==> config.mk <==
export PLATFORM = sky130hd
export DESIGN_NAME = rst_cause_regs
export DESIGN_NICKNAME = d
export VERILOG_FILES = /design/src/rtl/rcs_pkg.sv /design/src/rtl/rcs_flag_store.sv /design/src/rtl/rcs_brk_ctl.sv /design/src/rtl/rcs_bus_port.sv /design/src/rtl/rst_cause_regs.sv
export SDC_FILE = /design/constraint.sdc
export NUM_CORES = 1
export LEC_CHECK = 0
export ABC_AREA = 1
export BUFFER_PORTS_ARGS = -buffer_cell sky130_fd_sc_hd__buf_2
export CORE_MARGIN = 1.5
export CORE_UTILIZATION = 38
export CTS_CLUSTER_SIZE = 28
export DETAILED_ROUTE_END_ITERATION = 8
export PLACE_DENSITY = 0.75
export SLEW_MARGIN = 20
export SYNTH_ARGS = -nofsm -noshare
export SYNTH_HDL_FRONTEND = slang
export SYNTH_SLANG_ARGS = --single-unit
==> constraint.sdc <==
create_clock -name clk -period 0.8 [get_ports clk]
set_input_delay 0.24 -clock clk [delete_from_list [all_inputs] [get_ports clk]]
set_output_delay 0.24 -clock clk [all_outputs]
set_load 0.02 [all_outputs]
==> src/rtl/rcs_pkg.sv <==
package rcs_pkg;
  localparam int unsigned DATA_W  = 8;
  localparam int unsigned FLAG_N  = 7;
  localparam int unsigned POR_IDX = FLAG_N - 1;
  localparam int unsigned PAD_W   = DATA_W - FLAG_N;

  typedef logic [FLAG_N-1:0] flag_vec_t;
  typedef logic [DATA_W-1:0] byte_t;

  typedef enum logic [1:0] {
    SEL_NONE = 2'd0,
    SEL_STS  = 2'd1,
    SEL_BRK  = 2'd2
  } sel_e;

  localparam flag_vec_t POWERUP_FLAGS = flag_vec_t'(1) << POR_IDX;

  // Next held flags: power-on replaces the history, others accumulate.
  function automatic flag_vec_t flag_update(flag_vec_t held, flag_vec_t pend,
                                            flag_vec_t pulse);
    if (pulse[POR_IDX]) return pulse;
    return (held & ~pend) | pulse;
  endfunction

  // Bits to drop one cycle after a clearing read; a fresh pulse is spared.
  function automatic flag_vec_t clear_mask(flag_vec_t vis, flag_vec_t pulse,
                                           logic take);
    return take ? (vis & ~pulse) : '0;
  endfunction

  function automatic logic clear_allowed(logic halted, logic en);
    return !halted || en;
  endfunction

  function automatic byte_t sts_byte(flag_vec_t v);
    return {v, {PAD_W{1'b0}}};
  endfunction

  function automatic byte_t brk_byte(logic en);
    return {en, {(DATA_W-1){1'b0}}};
  endfunction
endpackage

==> src/rtl/rcs_flag_store.sv <==
module rcs_flag_store
  import rcs_pkg::*;
(
  input  logic      clk,
  input  logic      por_n,
  input  flag_vec_t cause_pulse,
  input  logic      take_snapshot,
  output flag_vec_t vis_flags,
  output flag_vec_t pend_mask
);
  flag_vec_t held_q;
  flag_vec_t pend_q;

  assign vis_flags = held_q & ~pend_q;
  assign pend_mask = pend_q;

  always_ff @(posedge clk or negedge por_n) begin
    if (!por_n) begin
      held_q <= POWERUP_FLAGS;
      pend_q <= '0;
    end else begin
      held_q <= flag_update(held_q, pend_q, cause_pulse);
      pend_q <= clear_mask(vis_flags, cause_pulse, take_snapshot);
    end
  end
endmodule

==> src/rtl/rcs_brk_ctl.sv <==
module rcs_brk_ctl (
  input  logic clk,
  input  logic por_n,
  input  logic wr_hit,
  input  logic wr_bit,
  input  logic any_event,
  output logic en
);
  always_ff @(posedge clk or negedge por_n) begin
    if (!por_n)         en <= 1'b0;
    else if (any_event) en <= 1'b0;
    else if (wr_hit)    en <= wr_bit;
  end
endmodule

==> src/rtl/rcs_bus_port.sv <==
module rcs_bus_port
  import rcs_pkg::*;
#(
  parameter int unsigned ADDR_W   = 8,
  parameter logic [ADDR_W-1:0] STS_ADDR = 'h01,
  parameter logic [ADDR_W-1:0] BRK_ADDR = 'h0E
) (
  input  logic              clk,
  input  logic              por_n,
  input  logic              bus_rd,
  input  logic              bus_wr,
  input  logic [ADDR_W-1:0] bus_addr,
  input  flag_vec_t         vis_flags,
  input  logic              brk_en,
  output logic              sts_rd,
  output logic              brk_rd,
  output logic              brk_wr,
  output byte_t             rdata
);
  sel_e sel;

  always_comb begin
    if (bus_addr == STS_ADDR)      sel = SEL_STS;
    else if (bus_addr == BRK_ADDR) sel = SEL_BRK;
    else                           sel = SEL_NONE;
  end

  assign sts_rd = bus_rd && (sel == SEL_STS);
  assign brk_rd = bus_rd && (sel == SEL_BRK);
  assign brk_wr = bus_wr && (sel == SEL_BRK);

  always_ff @(posedge clk or negedge por_n) begin
    if (!por_n)      rdata <= '0;
    else if (sts_rd) rdata <= sts_byte(vis_flags);
    else if (brk_rd) rdata <= brk_byte(brk_en);
    else             rdata <= '0;
  end
endmodule

==> src/rtl/rst_cause_regs.sv <==
module rst_cause_regs
  import rcs_pkg::*;
#(
  parameter int unsigned ADDR_W   = 8,
  parameter logic [ADDR_W-1:0] STS_ADDR = 'h01,
  parameter logic [ADDR_W-1:0] BRK_ADDR = 'h0E
) (
  input  logic              clk,
  input  logic              por_n,
  input  logic [6:0]        cause_pulse,
  input  logic              in_break,
  input  logic              bus_rd,
  input  logic              bus_wr,
  input  logic [ADDR_W-1:0] bus_addr,
  input  logic [7:0]        bus_wdata,
  output logic [7:0]        bus_rdata
);
  // Named internal events, observed by the bound checker.
  flag_vec_t vis_flags;
  flag_vec_t pend_mask;
  logic      sts_rd;
  logic      brk_rd;
  logic      brk_wr;
  logic      brk_en;
  logic      any_event;
  logic      take_snapshot;
  logic      unused_wdata_lo;

  assign any_event       = |cause_pulse;
  assign take_snapshot   = sts_rd && clear_allowed(in_break, brk_en);
  assign unused_wdata_lo = ^bus_wdata[DATA_W-2:0];

  rcs_flag_store u_store (
    .clk           (clk),
    .por_n         (por_n),
    .cause_pulse   (cause_pulse),
    .take_snapshot (take_snapshot),
    .vis_flags     (vis_flags),
    .pend_mask     (pend_mask)
  );

  rcs_brk_ctl u_brk (
    .clk       (clk),
    .por_n     (por_n),
    .wr_hit    (brk_wr),
    .wr_bit    (bus_wdata[DATA_W-1]),
    .any_event (any_event),
    .en        (brk_en)
  );

  rcs_bus_port #(
    .ADDR_W   (ADDR_W),
    .STS_ADDR (STS_ADDR),
    .BRK_ADDR (BRK_ADDR)
  ) u_bus (
    .clk       (clk),
    .por_n     (por_n),
    .bus_rd    (bus_rd),
    .bus_wr    (bus_wr),
    .bus_addr  (bus_addr),
    .vis_flags (vis_flags),
    .brk_en    (brk_en),
    .sts_rd    (sts_rd),
    .brk_rd    (brk_rd),
    .brk_wr    (brk_wr),
    .rdata     (bus_rdata)
  );
endmodule

==> flow_results.org, run 1 <==
** Clock tree
- CTS placed an instance of sky130_fd_sc_hd__clkbuf_4 at the clock tree root.
- H-tree depth :: 1
- Clock tree sinks :: 22
- Number of buffers created by CTS :: 3
- Clock latency on the worst-skew pair, taken at its later pin, is 0.30 ns.
- CTS tree :: yes
- Worst-path clk slew :: 0.12 ns
- The clock passes through at most 2 buffers.
- Post-CTS setup-driven buffer insertion count :: 0

** Floorplanning
- The floorplan has 18 rows.
- In this run the horizontal extent of the chip is 54.0 microns.
- Once the floorplan was initialized, standard cells occupied 39.8% of the core.
- The floorplan step set the die height to 54.0 microns.
- Full die area :: 0.00291 sq mm
- After floorplanning, the core was sized to cover 0.00248 sq mm.
- During I/O placement, the number of pins put on the boundary was 36.

** Setup path
- In this design, the largest share of critical-path delay is due to flip-flops.
- STA classifies the critical path endpoint as a primary output.
- Cell with the largest stage delay on the worst path :: sky130_fd_sc_hd__dfrtp_1
- Along the worst path, the maximum fanout reaches 1.
- On the worst path, the slowest cell contributes a delay of 0.40 ns.
- In this run the number of cells on the critical path is 1.
- Combined buffer and inverter count along the critical path :: 1
- Data on the critical path is required at its endpoint by 0.56 ns.
- STA classifies the critical path startpoint as a flop.
- Worst setup path category :: flop to primary output
- Worst r2r path cells :: 4
- Ordered list of cells on the worst path :: buf_6
- STA puts the critical path data arrival time at 0.83 ns.

** Global route
- The initial antenna violation count was 0.
- In the global route stage, overall resource usage came out at 16.4%.
- Largest net degree at the start of global routing :: 23
- Leftover overflow at the end of global routing :: 0
- The number of global-route vias before repair was 776.
- Wire length of the first global-routing pass :: 3.32 mm

** Synth
- Share of synthesized area occupied by flip-flops and latches :: 55.9%
- Counting distinct cell types in the post-synthesis netlist gives 19.
- Most frequently used cell type in the post-synthesis netlist :: sky130_fd_sc_hd__inv_1
- The Yosys step of the flow raised 0 warnings.
- After synthesis, the largest family of logic cells by area is simple AND/OR/NAND/NOR gates.
- Among all flip-flop cells after synthesis, the most frequent one is sky130_fd_sc_hd__dfrtp_1.
- Average cell area after synthesis :: 9.23 sq um
- Library cell occupying the most area in the post-synthesis netlist :: sky130_fd_sc_hd__dfrtp_1
- Compound-gate portion of the synthesized area :: 3.55%
- FFs w/ async S/R, synth :: 100%
- The synthesized design contains 0 enable-type register cells.
- Count of mapped cells out of synthesis :: 107
- The synthesized netlist devotes 0% of its cell area to XOR and XNOR gates.
- After synthesis, the share of cell area in mux cells is 0%.
- The number of nets handed over by synthesis was 135.
- Summing the areas of all and, or, nand and nor instances in the mapped netlist gives 28.4% of the synthesized area.
- Mapped Area :: 987 sq um
- Adder and majority cell fraction of the synthesized area :: 0%
- Leading post-synthesis cells by cell area :: sky130_fd_sc_hd__dfrtp_1 (53%), sky130_fd_sc_hd__inv_1 (8.7%), sky130_fd_sc_hd__nor2_1 (6.5%)
- By count the netlist is led by sky130_fd_sc_hd__inv_1 (23), sky130_fd_sc_hd__dfrtp_1 (21), sky130_fd_sc_hd__nor2_1 (17), sky130_fd_sc_hd__nand2_1 (13), sky130_fd_sc_hd__o21ai_0 (7).
- Portion of synthesized cell area occupied by the leading cell type :: 53.2%
- #FFs+latches synth :: 22

** Final layout
- Nets@finish :: 173
- Fraction of final layout cells sized beyond drive strength 1 :: 47.9%
- The number of antenna diodes in the final layout is 0.
- Excluding fillers, the count of instances in the completed layout stands at 174.
- After routing the design area is 0.00138 sq mm.
- Post-synthesis to final-layout area growth :: 40.2%

** Timing
- Worst hold slack across all endpoints :: 0.157 ns
- For the final database, setup skew stands at 0.00176 ns.
- The worst path in the final design needs a cycle of 1.07 ns, including I/O delays and setup.
- Across all setup checks in the final design, the least slack found is -0.275 ns.
- Final Setup Violations :: 13
- Based on the critical path, the design can be clocked at up to 931 MHz.
- Slew Limit Fails :: 0
- Post-route setup TNS :: -2.04 ns
- Fin. Hold Viols :: 0
- RSZ-0062 raised after global routing :: yes
- Ratio of final minimum period to clock period :: 134%

** Placed design
- At the end of routability-driven placement, the weighted congestion stood at 0.735.
- Input and output buffers added on the ports amount to 27.
- HPWL after detailed placement :: 1.32 mm
- In this run, placement finished with an instance count of 168.
- Instance area at placement :: 0.00123 sq mm

** Status
- Failing checks :: setup timing
- The run finished, with violations left.

** Detailed routing
- In the final routing, the length of wire on met1 measures 844 microns.
- Initial drt markers :: 12
- Routed len/inst :: 11.3 microns
- The routed design uses 992 microns of met2 wire.
- The final layout contains routed wiring with a total length of 1.96 mm.
- Number of iterations in the first detailed-routing pass :: 3
- The routed layout has 778 vias.
- Remaining antenna violation count :: 0
- The highest layer touched by signal routing is met4.
- DRC errors left :: 0
- Detailed route wirelength on metal3 :: 108 microns
- Mean number of vias per cell :: 4.47

** Power and ir drop
- Power spread over the standard cell area amounts to 1400 mW/mm^2.
- In this run the static leakage power is 0.761 nW.
- VDD IR max :: 722 uV

** Min path
- Counting instances, the worst hold path has a depth of 3.
- In this run the worst hold path is classified as input pin to flop.

** Flow run
- The tool flagged a number of max-cap violations equal to 0.
## report_power, final
| group | leakage [nW] | internal, mW | switching [mW] | total (mW) |
|---|---|---|---|---|
| logic | 0.461 | 0.114 | 0.183 | 0.297 |
| clock network | 0.0150 | 0.194 | 0.314 | 0.508 |
| registers | 0.285 | 1.13 | 0.00555 | 1.14 |
| total | 0.761 | 1.44 | 0.503 | 1.94 |
## routing by layer
layer	up-vias	GRT usage, %
met2	25	28.5
met1	358	20.0
met4	0	7.50
li1	393	-
met5	-	0
met3	2	2.50
## cells by family after synthesis
kind of cell | count (synthesis)
simple gates | 49
compound gates | 7
flops | 22
other cells | 1
buf+inv | 28
## state kept, by name (all words and copies together) (netlist names)
name / count
u_store.held_q: 7
u_brk.en: 1
u_store.pend_mask: 7
u_bus.rdata: 7
## stage by stage
step           total power [mW]  setup slack, ns  util, %
6_report                   1.94           -0.275     55.9
5_1_grt                    2.03           -0.315     55.9
4_1_cts                    1.93           -0.274     54.5
3_5_place_dp               1.41           -0.399     49.8
3_3_place_gp               1.41           -0.322     49.8
2_1_floorplan              1.29          -0.0444        -
## repair_timing
action                                  CTS  global route
endpoints found under the hold margin    21             0
hold buffers                              1             0
gates resized for setup                  23            16
endpoints found under the setup margin   16            27
pin swaps                                11             5
cloned                                    1             0
## path summary, 6_finish.rpt
kind | start | endpoint | slack, ns
setup / recovery | u_bus.rdata[5] | bus_rdata[5] | -0.27
hold / removal | cause_pulse[0] | u_store.held_q[0] | 0.16
setup reg to reg | u_store.held_q[6] | u_store.pend_mask[6] | -0.11
hold reg to reg | u_store.pend_mask[6] | u_store.held_q[6] | 0.45
max in group asynchronous | por_n | u_store.held_q[6] | 0.19
min in group asynchronous | por_n | u_store.pend_mask[3] | 0.40
## placed cells by master, fill, tap and decap left out, drive strengths merged
master	count
nor3	6
nand3b	1
nor2	21
nand2	15
dfrtp	21
nand4	4
dfstp	1
dlygate4sd3	1
inv	26
conb	1
clkbuf	4
nand3	3
buf	33
o21ai	7
## final cells by class
cell class              instances  area (sq um)
clock buffers                   4          26.3
multi-input cells              58           400
flip-flops and latches         22           552
repair buffers                 34           246
fillers                       231          1090
inverters                      26           121
well taps                      30          37.5
Power figures use the tool's default switching activity.
==> run 2, diff against run 1 <==
--- a/config.mk
+++ b/config.mk
@@ -13,4 +13,6 @@
 export DETAILED_ROUTE_END_ITERATION = 8
 export PLACE_DENSITY = 0.75
+export REMOVE_ABC_BUFFERS = 1
+export SKIP_CTS_REPAIR_TIMING = 1
 export SLEW_MARGIN = 20
 export SYNTH_ARGS = -nofsm -noshare
==> constraint.sdc (replaced) <==
create_clock -name clk -period 0.8 [get_ports clk]
set_input_delay 0.24 -clock clk [delete_from_list [all_inputs] [get_ports clk]]
set_output_delay 0.24 -clock clk [all_outputs]
set_load 0.1 [all_outputs]
==> flow_results.org, run 2 (synthesis results as in run 1) <==
** Final layout
- Leaving out fill and tap cells, the most frequent cell in the layout is sky130_fd_sc_hd__dfrtp_1.
- The share of cells above drive strength 1 is 46.9% (-1.0 points).
- # diodes :: 0 (unchanged)
- The number of fill cells was 246 (+6.5%).
- Final standard cell utilization of the core :: 56.9% (+1.1 points)
- The area occupied by multi-input gates came to 382 sq um (-4.7%).
- Post-synthesis to final-layout area growth :: 42.8%
- Nets@finish :: 174 (+0.58%)
- Highest-count cells in the layout ignoring fill and taps :: sky130_fd_sc_hd__dfrtp_1 (21), sky130_fd_sc_hd__inv_1 (20), sky130_fd_sc_hd__buf_2 (20)
- Combined flip-flop and latch cell area :: 552 sq um (unchanged)

** Detailed routing
- The routed wire length per instance came to 11.5 microns (+2.5%).
- DRC errors left :: 0 (unchanged)
- The vias after detailed routing was 803 (+3.2%).
- Remaining antenna violation count :: 0 (unchanged)
- The length of the first detailed-routing pass in iterations was 4 (+1).
- The total routed wirelength came to 2.02 mm (+3.1%).
- Mean number of vias per cell :: 4.59 (+2.6%)
- The DRC marker count from the first detailed-route iteration was 9 (-3).

** Power and ir drop
- The internal cell power came to 1.43 mW (-0.70%).
- The portion of total power attributed to combinational logic came to 14.7% (-0.6 points).
- Sequential power share :: 58.3% (-0.3 points)
- The switching portion of total power was 26.7% (+0.86 points).
- Leakage power :: 0.781 nW (+2.7%)
- The clock power share is 26.9% (+0.8 points).
- The net switching power figure was 0.522 mW (+3.8%).
- Power density over the cells :: 1380 mW/mm^2 (-1.4%)
- VDD IR max :: 899 uV (+24%)

** Clock tree
- Worst-path clk slew :: 0.12 ns (about the same)
- The total number of clock tree sinks was 22 (unchanged).
- CTS root buffer :: sky130_fd_sc_hd__clkbuf_4
- The TritonCTS buffer count came to 3 (unchanged).
- The source-to-sink clock delay at the later pin of the worst-skew pair came to 0.31 ns (about the same).
- The total number of H-tree levels was 1 (unchanged).
- Buffers from clock root to sink, at most :: 2 (unchanged)
- TritonCTS built the clock tree.

** Setup path
- The number of buffer and inverter instances along the worst setup path was 1 (unchanged).
- Crit path largest cell delay :: 0.42 ns (+0.02 ns)
- Ordered list of cells on the worst path :: buf_12
- The slowest stage of the critical path belongs to the cell sky130_fd_sc_hd__dfrtp_1.
- The biggest fanout along the worst timing path was 1 (unchanged).
- Among cell families on the critical path, the largest total delay comes from flip-flops.
- The arrival time of the worst setup path is 0.90 ns (+0.07 ns).
- By startpoint and endpoint, the worst setup path is classified as flop to primary output.
- The worst endpoint required time came to 0.56 ns (about the same).
- Kind of capture point of the worst setup path :: primary output
- CP startpoint kind :: flop

** Timing
- Min Clock Period, post-route :: 1.14 ns (+0.0678 ns)
- The largest clock skew in the final design came to 0.00526 ns (+0.00350 ns).
- Ratio of final minimum period to clock period :: 143% (+8.5 points)
- Final Setup Violations :: 15 (+2)
- RSZ-0062 raised after global routing :: yes
- Slew Limit Fails :: 0 (unchanged)
- PnR worst setup slack :: -0.342 ns (-0.0678 ns)
- The top achievable clock speed came to 875 MHz (-5.9%).
- The final sum of negative setup slack was -2.80 ns (-0.758 ns).
- The final hold violation count came to 0 (unchanged).

** Global route
- Largest net degree at the start of global routing :: 23 (unchanged)
- Total GRT Usage :: 14.5% (-1.9 points)
- Leftover overflow at the end of global routing :: 0 (unchanged)
- The initial antenna violation count came to 0 (unchanged).
- The number of global-route vias before repair is 723 (-6.8%).
- The first-pass GRT wire length was 2.93 mm (-12%).

** Floorplanning
- Chip Width :: 54.0 microns (unchanged)
- Vertical extent of the die :: 54.0 microns (unchanged)
- Initial core utilization :: 39.8% (unchanged)
- The number of placement rows is 18 (unchanged).
- Full die area :: 0.00291 sq mm (unchanged)
- # IOs :: 36 (unchanged)
- The core outline area came to 0.00248 sq mm (unchanged).

** Min path
- Type of the tightest min-delay check :: input pin to flop

** Placed design
- The total half-perimeter wirelength after legalization and detailed placement is 1.38 mm (+4.7%).
- The placer congestion estimate came to 0.752 (+2.3%).
- PortBufs :: 27 (unchanged)

** Status
- The final reports fail on setup timing.
- The run finished, with violations left.

** Flow run
- The total of max-cap violations came to 0 (unchanged).
## run 2: final cells by class
| type | instances | area share [%] |
|---|---|---|
| Clock buffer | 4 | 1.86 |
| Tap cell | 30 | 2.66 |
| Timing Repair Buffer | 35 | 22.4 |
| Sequential cell | 22 | 39.1 |
| Inverter | 26 | 6.92 |
| Multi-Input combinational cell | 58 | 27.1 |
## run 2: path summary, 6_finish.rpt
| path | startpoint | endpoint | slack, ns | cells after the start |
|---|---|---|---|---|
| min reg2reg | u_store.pend_mask[6] | u_store.held_q[6] | 0.45 | 1 |
| max reg2reg | u_store.held_q[6] | u_store.pend_mask[6] | -0.09 | 4 |
| min | bus_wdata[7] | u_brk.en | 0.16 | 3 |
| min in group asynchronous | por_n | u_bus.rdata[3] | 0.40 | 3 |
| max | u_bus.rdata[5] | bus_rdata[5] | -0.34 | 1 |
| max in group asynchronous | por_n | u_store.held_q[6] | 0.19 | 3 |
## run 2: power groups by stage
stage               clock network, mW  logic, mW  registers (mW)
detailed placement                  0      0.252            1.16
floorplan                           0      0.125            1.16
global placement                    0      0.242            1.16
CTS                             0.535      0.253            1.14
finish                          0.526      0.288            1.14
global route                    0.601      0.313            1.14
## run 2: metal layers
| metal | vias to the layer above | track usage, % | wire, microns |
|---|---|---|---|
| met2 | 28 | 25.2 | 1030 |
| li1 | 395 | - | - |
| met3 | 5 | 2.50 | 120 |
| met4 | 0 | 8.75 | 44 |
| met5 | - | 0 | 0 |
| met1 | 375 | 16.5 | 827 |
## run 2: through the flow
stage	total power [mW]	hold WS (ns)	std cells	cell area [sq um]	setup slack, ns
final	1.95	0.157	175	1410	-0.342
after global placement	1.40	0.180	168	1300	-0.270
after floorplan	1.29	-0.0556	105	968	-0.323
after CTS	1.93	-0.157	172	1330	-0.352
after detailed placement	1.41	0.189	168	1300	-0.339
after global routing	2.05	0.151	175	1410	-0.383
